File: src/rtl/opbus_cycle_pkg.sv
package opbus_cycle_pkg;

    typedef enum logic [2:0] {
        ST_IDLE    = 3'd0,
        ST_ADDR    = 3'd1,
        ST_LEAD    = 3'd2,
        ST_STROBE  = 3'd3,
        ST_SAMPLE  = 3'd4,
        ST_TAIL    = 3'd5,
        ST_HOLD    = 3'd6,
        ST_RELEASE = 3'd7
    } seq_state_e;

    typedef enum logic [1:0] {
        CODE_NONE = 2'd0,
        CODE_PROT = 2'd1,
        CODE_TMO  = 2'd2
    } seq_code_e;

    typedef struct packed {
        logic mem;
        logic wr;
        logic opnd;
    } xfer_kind_t;

endpackage

File: src/rtl/opbus_phase.sv
module opbus_phase (
    input  logic clk,
    input  logic rst_n,
    output logic last_half_o
);
    // 0 = rising half tick, 1 = falling half tick
    logic half_q;

    always_ff @(posedge clk) begin
        if (!rst_n) half_q <= 1'b0;
        else        half_q <= ~half_q;
    end

    assign last_half_o = half_q;
endmodule

File: src/rtl/opbus_seq_fsm.sv
module opbus_seq_fsm
    import opbus_cycle_pkg::*;
(
    input  logic       clk,
    input  logic       rst_n,
    input  logic       req_i,
    input  logic       last_half_i,
    input  logic       finish_i,
    output logic       launch_o,
    output logic       capture_o,
    output logic       as_n_o,
    output logic       ds_n_o,
    output logic       drive_o
);
    seq_state_e state_q, state_d;

    always_ff @(posedge clk) begin
        if (!rst_n) state_q <= ST_IDLE;
        else        state_q <= state_d;
    end

    always_comb begin
        state_d = state_q;
        unique case (state_q)
            ST_IDLE:    if (req_i && last_half_i) state_d = ST_ADDR;
            ST_ADDR:    state_d = ST_LEAD;
            ST_LEAD:    state_d = ST_STROBE;
            ST_STROBE:  state_d = ST_SAMPLE;
            ST_SAMPLE:  state_d = finish_i ? ST_TAIL : ST_STROBE;
            ST_TAIL:    state_d = ST_HOLD;
            ST_HOLD:    state_d = ST_RELEASE;
            ST_RELEASE: state_d = ST_IDLE;
        endcase
    end

    always_comb begin
        launch_o  = 1'b0;
        capture_o = 1'b0;
        as_n_o    = 1'b1;
        ds_n_o    = 1'b1;
        drive_o   = 1'b1;
        unique case (state_q)
            ST_IDLE: begin
                drive_o  = 1'b0;
                launch_o = req_i && last_half_i;
            end
            ST_ADDR, ST_LEAD: as_n_o = 1'b0;
            ST_STROBE: begin
                as_n_o = 1'b0;
                ds_n_o = 1'b0;
            end
            ST_SAMPLE: begin
                as_n_o    = 1'b0;
                ds_n_o    = 1'b0;
                capture_o = finish_i;
            end
            ST_TAIL, ST_HOLD: begin
                as_n_o = 1'b0;
                ds_n_o = 1'b0;
            end
            ST_RELEASE: ;
        endcase
    end
endmodule

File: src/rtl/opbus_seq_data.sv
module opbus_seq_data
    import opbus_cycle_pkg::*;
#(
    parameter int AW = 16,
    parameter int DW = 16
) (
    input  logic          clk,
    input  logic          rst_n,
    input  logic          launch_i,
    input  logic          capture_i,
    input  xfer_kind_t    kind_i,
    input  logic [AW-1:0] addr_i,
    input  logic [DW-1:0] wdata_i,
    input  logic          prot_i,
    input  logic          tmo_i,
    input  logic [DW-1:0] rdata_i,
    output xfer_kind_t    kind_o,
    output logic [AW-1:0] addr_o,
    output logic [DW-1:0] wdata_o,
    output logic          done_o,
    output logic [1:0]    code_o,
    output logic [DW-1:0] rdata_o
);
    xfer_kind_t    kind_q;
    logic [AW-1:0] addr_q;
    logic [DW-1:0] wdata_q, rdata_q;
    logic          done_q;
    seq_code_e     code_q, code_d;

    // protect outranks timeout
    always_comb begin
        if (prot_i)     code_d = CODE_PROT;
        else if (tmo_i) code_d = CODE_TMO;
        else            code_d = CODE_NONE;
    end

    always_ff @(posedge clk) begin
        if (!rst_n) begin
            kind_q  <= '0;
            addr_q  <= '0;
            wdata_q <= '0;
        end else if (launch_i) begin
            kind_q  <= kind_i;
            addr_q  <= addr_i;
            wdata_q <= wdata_i;
        end
    end

    always_ff @(posedge clk) begin
        if (!rst_n) begin
            done_q  <= 1'b0;
            code_q  <= CODE_NONE;
            rdata_q <= '0;
        end else begin
            done_q <= capture_i;
            if (capture_i) begin
                code_q  <= code_d;
                rdata_q <= rdata_i;
            end
        end
    end

    assign kind_o  = kind_q;
    assign addr_o  = addr_q;
    assign wdata_o = wdata_q;
    assign done_o  = done_q;
    assign code_o  = code_q;
    assign rdata_o = rdata_q;
endmodule

File: src/rtl/opbus_cycle_seq.sv
module opbus_cycle_seq
    import opbus_cycle_pkg::*;
#(
    parameter int AW = 16,
    parameter int DW = 16
) (
    input  logic          clk,
    input  logic          rst_n,
    input  logic          req_i,
    input  logic          req_mem_i,
    input  logic          req_wr_i,
    input  logic          req_opnd_i,
    input  logic [AW-1:0] req_addr_i,
    input  logic [DW-1:0] req_wdata_i,
    input  logic          ack_n_i,
    input  logic          prot_i,
    input  logic          tmo_i,
    input  logic [DW-1:0] bus_rdata_i,
    output logic          as_n_o,
    output logic          ds_n_o,
    output logic          own_n_o,
    output logic          bus_oe_o,
    output logic          data_oe_o,
    output logic [AW-1:0] bus_addr_o,
    output logic [DW-1:0] bus_wdata_o,
    output logic          bus_wr_o,
    output logic          bus_mem_o,
    output logic          bus_opnd_o,
    output logic          done_o,
    output logic [1:0]    err_o,
    output logic [DW-1:0] rdata_o
);
    logic       last_half, finish, launch, capture, drive;
    xfer_kind_t kind_in, kind_cur;

    assign finish  = !ack_n_i || prot_i || tmo_i;
    assign kind_in = '{mem: req_mem_i, wr: req_wr_i, opnd: req_opnd_i};

    opbus_phase u_phase (
        .clk         (clk),
        .rst_n       (rst_n),
        .last_half_o (last_half)
    );

    opbus_seq_fsm u_fsm (
        .clk         (clk),
        .rst_n       (rst_n),
        .req_i       (req_i),
        .last_half_i (last_half),
        .finish_i    (finish),
        .launch_o    (launch),
        .capture_o   (capture),
        .as_n_o      (as_n_o),
        .ds_n_o      (ds_n_o),
        .drive_o     (drive)
    );

    opbus_seq_data #(.AW(AW), .DW(DW)) u_data (
        .clk       (clk),
        .rst_n     (rst_n),
        .launch_i  (launch),
        .capture_i (capture),
        .kind_i    (kind_in),
        .addr_i    (req_addr_i),
        .wdata_i   (req_wdata_i),
        .prot_i    (prot_i),
        .tmo_i     (tmo_i),
        .rdata_i   (bus_rdata_i),
        .kind_o    (kind_cur),
        .addr_o    (bus_addr_o),
        .wdata_o   (bus_wdata_o),
        .done_o    (done_o),
        .code_o    (err_o),
        .rdata_o   (rdata_o)
    );

    assign bus_oe_o   = drive;
    assign own_n_o    = !drive;
    assign data_oe_o  = drive && kind_cur.wr;
    assign bus_wr_o   = kind_cur.wr;
    assign bus_mem_o  = kind_cur.mem;
    assign bus_opnd_o = kind_cur.opnd;
endmodule

File: config.mk
export PLATFORM = sky130hd
export DESIGN_NAME = opbus_cycle_seq
export DESIGN_NICKNAME = d
export VERILOG_FILES = /design/src/rtl/opbus_cycle_pkg.sv /design/src/rtl/opbus_phase.sv /design/src/rtl/opbus_seq_fsm.sv /design/src/rtl/opbus_seq_data.sv /design/src/rtl/opbus_cycle_seq.sv
export SDC_FILE = /design/constraint.sdc
export NUM_CORES = 1
export LEC_CHECK = 0
export BUFFER_PORTS_ARGS = -buffer_cell sky130_fd_sc_hd__buf_2
export CAP_MARGIN = 5
export CORE_MARGIN = 3
export CORE_UTILIZATION = 30
export CTS_BUF_LIST = sky130_fd_sc_hd__clkbuf_4
export DETAILED_ROUTE_END_ITERATION = 16
export PLACE_DENSITY = 0.64
export SLEW_MARGIN = 30
export SYNTH_ARGS = -nofsm -noshare
export SYNTH_HDL_FRONTEND = slang
export SYNTH_SLANG_ARGS = --single-unit
File: constraint.sdc
create_clock -name clk -period 3.4 [get_ports clk]
set_clock_uncertainty 0.15 [all_clocks]
set_input_delay 0.68 -clock clk [delete_from_list [all_inputs] [get_ports clk]]
set_output_delay 0.68 -clock clk [all_outputs]
set_load 0.005 [all_outputs]
======== Word level (Yosys, flattened, before mapping) ========
Index checks and enable logic that the tools add are counted.
storage, ports and cells
  flip-flop bits (word level) ............. 58
  input bits .............................. 57
  output and inout port bits .............. 59
  word-level logic and storage cells ...... 37
cells by class
  equality and inequality tests ........... 8
  mux-type cells .......................... 10
  bitwise gates (word level) .............. 1
  reduce and logical (&&, ||, !) cells .... 8
operator list
  cell                                                   number
  case mux 3 bit (8 select lines)                        1
  == test 3 bit, second input constant                   4
  == test 3 x 2 -> 1 bit, second input constant          2
  two-way mux 3 bit                                      2
  OR reduction 6 bit                                     1
  two-way mux 1 bit                                      5
  two-way mux 2 bit                                      2
  OR reduction 4 bit                                     1
  == test 3 x 1 -> 1 bit, second input constant          1
  logical NOT 3 bit                                      1
  logical AND 1 bit                                      2
  logical OR 1 bit                                       2
  inequality test 2 x 1 -> 1 bit, second input constant  1
  logical NOT 1 bit                                      1
  NOT 1 bit                                              1

======== Logic depth before layout (Yosys ltp) ========
Gate-level depths: netlist (run 1).
  depth after elaboration ................. 5
  depth in mapped cells ................... 6
  gate-level depth less buffers ........... 4

======== By module ========
From an unflattened synthesis (run 1), not the netlist that was laid out.
unflattened totals
  cell total of the unflattened synthesis .. 199
  area total of the unflattened synthesis .. 2275.9 um^2
by module, submodules not included
  module           times used  cells an instance  area an instance (um^2)
  opbus_seq_data   1           174                2062.0
  opbus_seq_fsm    1           20                 161.4
  opbus_phase      1           2                  33.8
  opbus_cycle_seq  1           3                  18.8

======== Worst setup path after synthesis (run 1) ========
No wires, ideal clock.
  path type ............................... in2reg
  from .................................... input rst_n
  to ...................................... register u_data.addr_q[0] (netlist: u_data.addr_o[0])
  library setup time ...................... 0.072 ns
  arrival ................................. 1.560 ns
  data required time ...................... 3.178 ns
  setup slack ............................. 1.618 ns
  stages on the path ...................... 5
  cells stage by stage .................... clkbuf_1 -> buf_2 -> clkbuf_1 -> nand2_1 -> mux2i_1
RTL lines
  what                  RTL line              text
  start, declared       opbus_cycle_seq.sv:8  input logic rst_n,
  end signal, assigned  opbus_seq_data.sv:44  addr_q <= addr_i;
  end, declared         opbus_seq_data.sv:25  logic [AW-1:0] addr_q;

======== Worst setup path after layout (run 1) ========
  from .................................... register u_fsm.state_q[2]
  to ...................................... output data_oe_o
on the way
  word-level cells in the longest chain between the ends .. 3
RTL lines
  what                    RTL line               text
  start, declared         opbus_seq_fsm.sv:15    seq_state_e state_q, state_d;
  start signal, assigned  opbus_seq_fsm.sv:19    else state_q <= state_d;
  logical NOT 3 bit       opbus_seq_fsm.sv:42    unique case (state_q)
  two-way mux 1 bit       opbus_seq_fsm.sv:42
  logical AND 1 bit       opbus_cycle_seq.sv:79  assign data_oe_o = drive && kind_cur.wr;
  end, declared           opbus_cycle_seq.sv:23  output logic data_oe_o,
No other way between the ends.

==> key figures, run 1 <==
Clocking
  – CTS Buffer Depth: 2
  – Worst-Skew Late Latency: 0.38 ns
  – Hold buffers post-CTS: 0
  – Postcts setup bufs: 0
  – PostCTS Resize Cnt: 0
  – CTS H-tree lvls: 3
  – CTS Buf Count: 9
  – CTS tree: yes
  – Clock transition at the registers of the reported paths: 0.10 ns
  – Root Buffer: clkbuf_4
  – # clock sinks: 58

Finish
  – P&R area growth vs syn: 30.5%
  – Commonest non-fill, non-tap cell in the layout: buf_2
  – Final Non-Filler Cells: 470
  – Most frequent cells in the layout: 114 x buf_2, 109 x nand2_1, 58 x dfxtp_1
  – N_diodes: 0
  – Post-layout nets: 423
  – Share of layout cells above drive strength 1: 37.5%

Worst setup path
  – CP Buf/Inv Count: 1
  – Worst endpoint required time: 2.57 ns
  – WS Path Type: register to primary output
  – RR Startpoint: u_fsm.state_q[2]
  – Critical Path Sink: data_oe_o
  – CP peak stage delay: 0.42 ns
  – Crit path depth: 3
  – Crit-path cells: or3_4 > and2_2 > buf_2
  – Nature of the critical path endpoint: primary output
  – Startpoint Class: register
  – Reg2reg path depth: 4
  – RR Endpoint: u_data.wdata_o[2]
  – Crit path max fanout: 6
  – CP max stage cell: or3_4
  – CP top delay family: simple AND/OR/NAND/NOR gates
  – Worst Setup SP: u_fsm.state_q[2]
  – R2R setup slack: 1.46 ns
  – CP arrival: 1.51 ns

Power and ir drop
  – Peak supply drop: 0.197 mV
  – Pwr Total: 0.00144 W
  – PwrDens: 462 nW/µm²
  – Lkg Pwr: 1.44 nW

Route
  – Met2 WL post-DR: 2.33 mm
  – Detailed Routing Iterations Pass 1: 5
  – Initial DRC Count: 72
  – # DRC: 0
  – Met3 Wirelength: 659 µm
  – Top Layer Used: met5
  – WL met1: 2.47 mm
  – Routed WL: 5.57 mm
  – DR vias: 2042
  – WL per Instance: 11.8 µm
  – DR vias/cell: 4.34
  – Antenna-violating nets left: 0

Timing
  – Final setup TNS: 0 ns
  – Maximum operating frequency: 0.428 GHz
  – RSZ-0062 raised after global routing: false
  – Setup Viol. Count Final: 0
  – Tmin final: 2.34 ns
  – Final Cycle Share: 68.8%
  – Slew at the pin closest to its max-slew limit: 0.620 ns
  – Max transition margin: 58.6%
  – Final hold violation count: 0
  – Final slew viol count: 0

GRT
  – First-pass GRT wire length: 9.14 mm
  – Grt total ovfl: 0
  – Number of global-route vias before repair: 2028
  – Initial antenna violation count: 1
  – Pin count of the biggest net entering global routing: 59
  – Gr usage total: 12.8%

Logic synthesis
  – Distinct cells, synth: 22
  – Synth top area cells: dfxtp_1 49%, mux2i_1 21%, nand2_1 17%, buf_12 4.2%, clkbuf_1 1.7%
  – Seq cells post-synth: 58
  – Synthesized area: 2380 µm²
  – Syn Area/Cell: 9.31 µm²
  – Synth Warn #: 0
  – Synth area leader: dfxtp_1
  – Yosys top cell area share: 48.7%
  – Register area share after synthesis: 48.7%
  – Cells after synthesis: 256
  – Syn nets: 313

Flow run
  – Max Cap Viol: 0

Floorplanning
  – Core area: 7490 µm²
  – Die Area: 9050 µm²
  – Die Width: 95.1 µm
  – Initial core utilization: 31.8%
  – Row cnt: 31
  – Die Y: 95.1 µm
  – IO Count: 116

Placement
  – Placed Cells: 454
  – Routability congestion estimate: 0.721
  – Port Buf Inserts: 115
  – HPWL after DPL: 3.93 mm

Worst hold path
  – Worst Hold Class: register to register
  – Hold_sp: u_data.addr_o[9]

Outcome
  – Status: complete, no violations
==> per-layer routing <==
metal | vias up | track usage [%]
li1 | 1045 | -
met1 | 895 | 15.7
met2 | 89 | 18.7
met3 | 11 | 6.24
met4 | 2 | 6.13
met5 | - | 0
==> synthesized netlist by cell type <==
cell / instances
a211oi_1: 2
a21oi_1: 1
and2_2: 1
and3_4: 1
buf_12: 5
buf_2: 2
clkbuf_1: 11
dfxtp_1: 58
inv_1: 1
inv_2: 1
mux2i_1: 51
nand2_1: 109
nand3_1: 1
nand3b_1: 1
nor2_1: 2
nor2_8: 1
nor3_1: 2
nor3b_2: 1
o22ai_1: 2
or3_4: 1
or3b_1: 1
xor2_1: 1
==> kinds of logic after synthesis <==
group           count (synthesis)  share of synthesized area (%)
compound gates                  5                           1.37
xor+xnor                        1                          0.368
buf+inv                        20                           6.67
flops                          58                           48.7
mux                            51                           21.4
simple gates                  121                           21.4
==> power breakdown <==
part           internal (W)  switching [W]
clock              0.000297       0.000264
sequential         0.000705      0.0000147
combinational     0.0000778      0.0000803
total               0.00108       0.000359
==> worst register-to-register path, stage by stage, from the launching register on <==
cell and delay (ns):
dfxtp_1 0.37, or3_4 0.42, inv_2 0.06, and3_4 0.60
mux2i_1 0.27
==> sequential cells by signal, summed over array words and instances (netlist names) <==
register             cells
u_phase.last_half_o      1
u_data.code_o            2
u_fsm.state_q            3
u_data.rdata_o          16
u_data.addr_o           16
u_data.wdata_o          16
u_data.done_o            1
u_data.kind_o            3
==> worst min-delay path by stage <==
stage          depth (start not counted)  slack [ns]             endpoint
2_1_floorplan                          1        0.27  u_phase.last_half_o
3_5_place_dp                           2        0.29    u_data.rdata_o[8]
5_1_grt                                3        0.33   u_data.rdata_o[11]
6_report                               2        0.31     u_data.addr_o[9]
4_1_cts                                2        0.31     u_data.addr_o[9]
3_3_place_gp                           1        0.29  u_phase.last_half_o
==> layout make-up <==
| class | instances | area, µm² |
|---|---|---|
| fill | 761 | 4380 |
| inverter | 2 | 7.51 |
| tap | 99 | 124 |
| clock buffer | 9 | 67.6 |
| sequential | 58 | 1160 |
| clock inverter | 7 | 93.8 |
| multi-input combinational | 178 | 1060 |
| timing repair buffer | 117 | 593 |
==> stage by stage <==
step                      util (%)  cell area (µm²)  setup slack, ns  hold WS [ns]
final                         41.5             3110             1.06         0.309
after floorplan                  -             2380             1.62         0.265
after global routing          41.5             3110            0.969         0.333
after CTS                     41.5             3110             1.01         0.312
after global placement        39.4             2950             1.46         0.286
after detailed placement      39.4             2950             1.36         0.294
Note: power is estimated with default switching activity, not from simulation.
==> run 2: changes to the inputs <==
==> constraint.sdc (replaced) <==
create_clock -name clk -period 2.31 [get_ports clk]
set_clock_uncertainty 0.15 [all_clocks]
set_input_delay 0.462 -clock clk [delete_from_list [all_inputs] [get_ports clk]]
set_output_delay 0.462 -clock clk [all_outputs]
set_load 0.005 [all_outputs]
==> run 2 against run 1 <==
Against the previous run: worst hold slack worse by 0.14 ns; clock power up 41%; sequential cell count unchanged; sequential share of layout area down 0.36 points; first-iteration DRC count down 60%; register-to-register slack worse by 1.1 ns; sequential power up 47%; routed wire length down 1.8%; non-clock buffer count up 2.
==> key figures, run 2 (synthesis gave the netlist of run 1 again) <==
Clocking
  – CTS Buffer Depth: 2 (unchanged)
  – Clock transition at the registers of the reported paths: 0.11 ns (about the same)
  – # clock sinks: 58 (unchanged)
  – PostCTS Resize Cnt: 0 (unchanged)
  – Worst-Skew Late Latency: 0.38 ns (about the same)
  – CTS H-tree lvls: 3 (unchanged)
  – Root Buffer: clkbuf_4
  – Postcts setup bufs: 0 (unchanged)
  – CTS Buf Count: 9 (unchanged)
  – CTS tree: yes
  – Hold buffers post-CTS: 0 (unchanged)

Worst setup path
  – RR Endpoint: u_data.addr_o[0]
  – CP peak stage delay: 0.42 ns (about the same)
  – R2R setup slack: 0.40 ns (-1.06 ns)
  – Startpoint Class: register
  – CP top delay family: simple AND/OR/NAND/NOR gates
  – Critical Path Sink: data_oe_o
  – CP arrival: 1.50 ns (about the same)
  – Nature of the critical path endpoint: primary output
  – CP Buf/Inv Count: 1 (unchanged)
  – Crit path depth: 3 (unchanged)
  – WS Path Type: register to primary output
  – Crit path max fanout: 6 (unchanged)
  – Worst endpoint required time: 1.70 ns (-0.87 ns)
  – Worst Setup SP: u_fsm.state_q[2]
  – CP max stage cell: or3_4
  – RR Startpoint: u_fsm.state_q[2]
  – Reg2reg path depth: 5 (+1)
  – Crit-path cells: or3_4 > and2_2 > buf_2

Finish
  – N_diodes: 0 (unchanged)
  – P&R area growth vs syn: 31.8%
  – Share of layout cells above drive strength 1: 37.0% (-0.47 points)
  – Commonest non-fill, non-tap cell in the layout: buf_2
  – Most frequent cells in the layout: 114 x buf_2, 109 x nand2_1, 58 x dfxtp_1
  – Post-layout nets: 425 (+0.47%)
  – Fill cells: 745 (-2.1%)
  – Final Core Density: 41.9% (+0.40 points)

GRT
  – Pin count of the biggest net entering global routing: 47 (-20%)
  – First-pass GRT wire length: 8.55 mm (-6.4%)
  – Grt total ovfl: 0 (unchanged)
  – Number of global-route vias before repair: 1930 (-4.8%)
  – Gr usage total: 12.1% (-0.68 points)
  – Initial antenna violation count: 0 (-1)

Power and ir drop
  – Lkg Pwr: 1.46 nW (+1.0%)
  – Peak supply drop: 0.254 mV (+29%)
  – PwrDens: 665 nW/µm² (+44%)

Floorplanning
  – Initial core utilization: 31.8% (unchanged)
  – Die Y: 95.1 µm (unchanged)
  – Die Area: 9050 µm² (unchanged)
  – Core area: 7490 µm² (unchanged)
  – Row cnt: 31 (unchanged)
  – IO Count: 116 (unchanged)
  – Die Width: 95.1 µm (unchanged)

Timing
  – Maximum operating frequency: 0.474 GHz
  – Slew at the pin closest to its max-slew limit: 0.502 ns (-0.119 ns)
  – Final Cycle Share: 91.3%
  – RSZ-0062 raised after global routing: false
  – Tmin final: 2.11 ns
  – Final slew viol count: 0 (unchanged)
  – Max transition margin: 66.4% (+7.8 points)
  – Final Hold Slack: 0.172 ns (-0.137 ns)
  – Final hold violation count: 0 (unchanged)
  – Setup Viol. Count Final: 0 (unchanged)
  – Final setup TNS: 0 ns (unchanged)

Route
  – Initial DRC Count: 29 (-60%)
  – Detailed Routing Iterations Pass 1: 4 (-1)
  – Antenna-violating nets left: 0 (unchanged)
  – Routed WL: 5.46 mm (-1.8%)
  – # DRC: 0 (unchanged)
  – WL per Instance: 11.6 µm (-2.2%)
  – DR vias: 2035 (-0.34%)
  – DR vias/cell: 4.31 (-0.77%)

Placement
  – Port Buf Inserts: 115 (unchanged)
  – Routability congestion estimate: 0.687 (-4.8%)
  – HPWL after DPL: 4.04 mm (+2.6%)

Outcome
  – Status: complete, no violations

Worst hold path
  – Worst Hold Depth: 3 (+1)
  – Worst Hold Class: primary input to register

Flow run
  – Max Cap Viol: 0 (unchanged)
[run 2: layout make-up]
type                    count  area, µm²  share of cell area, %
flip-flops and latches     58       1160                   37.0
multi-input cells         178       1060                   33.8
repair buffers            119        633                   20.2
well taps                  99        124                   3.95
clock inverters             7       83.8                   2.67
clock buffers               9       67.6                   2.15
inverters                   2       7.51                  0.239
[run 2: worst min-delay path by stage]
| stage | slack (ns) | end | startpoint |
|---|---|---|---|
| floorplan | 0.27 | u_phase.last_half_o | u_phase.last_half_o |
| global placement | 0.29 | u_data.wdata_o[13] | u_data.wdata_o[13] |
| detailed placement | 0.29 | u_phase.last_half_o | u_phase.last_half_o |
| CTS | 0.13 | u_data.rdata_o[2] | bus_rdata_i[2] |
| global route | 0.13 | u_data.addr_o[12] | req_addr_i[12] |
| finish | 0.17 | u_data.addr_o[12] | req_addr_i[12] |
[run 2: metal layers]
metal	part of all wire (%)	GRT usage (%)
met5	0	0
met4	1.1	6.13
met3	13	6.08
met2	45	18.8
met1	41	13.7
[run 2: tightest hold or removal path, stage by stage]
cell     delay (ns)
buf_2          0.10
nand2_1        0.05
mux2i_1        0.06
[run 2: power by group]
| part | leakage [nW] | total [W] | switching (W) | internal (W) |
|---|---|---|---|---|
| logic | 0.907 | 0.000241 | 0.000119 | 0.000122 |
| clock network | 0.0784 | 0.000789 | 0.000362 | 0.000427 |
| registers | 0.470 | 0.00106 | 0.0000212 | 0.00104 |
| total | 1.46 | 0.00209 | 0.000502 | 0.00159 |
[run 2: metrics by stage]
stage,area (µm²),worst slack [ns],instances,total power (W)
2_1_floorplan,2380,0.672,256,0.00123
3_3_place_gp,2990,0.470,456,0.00132
3_5_place_dp,2990,0.393,456,0.00133
4_1_cts,3140,0.154,472,0.00213
5_1_grt,3140,0.0944,472,0.00221
6_report,3140,0.201,472,0.00209
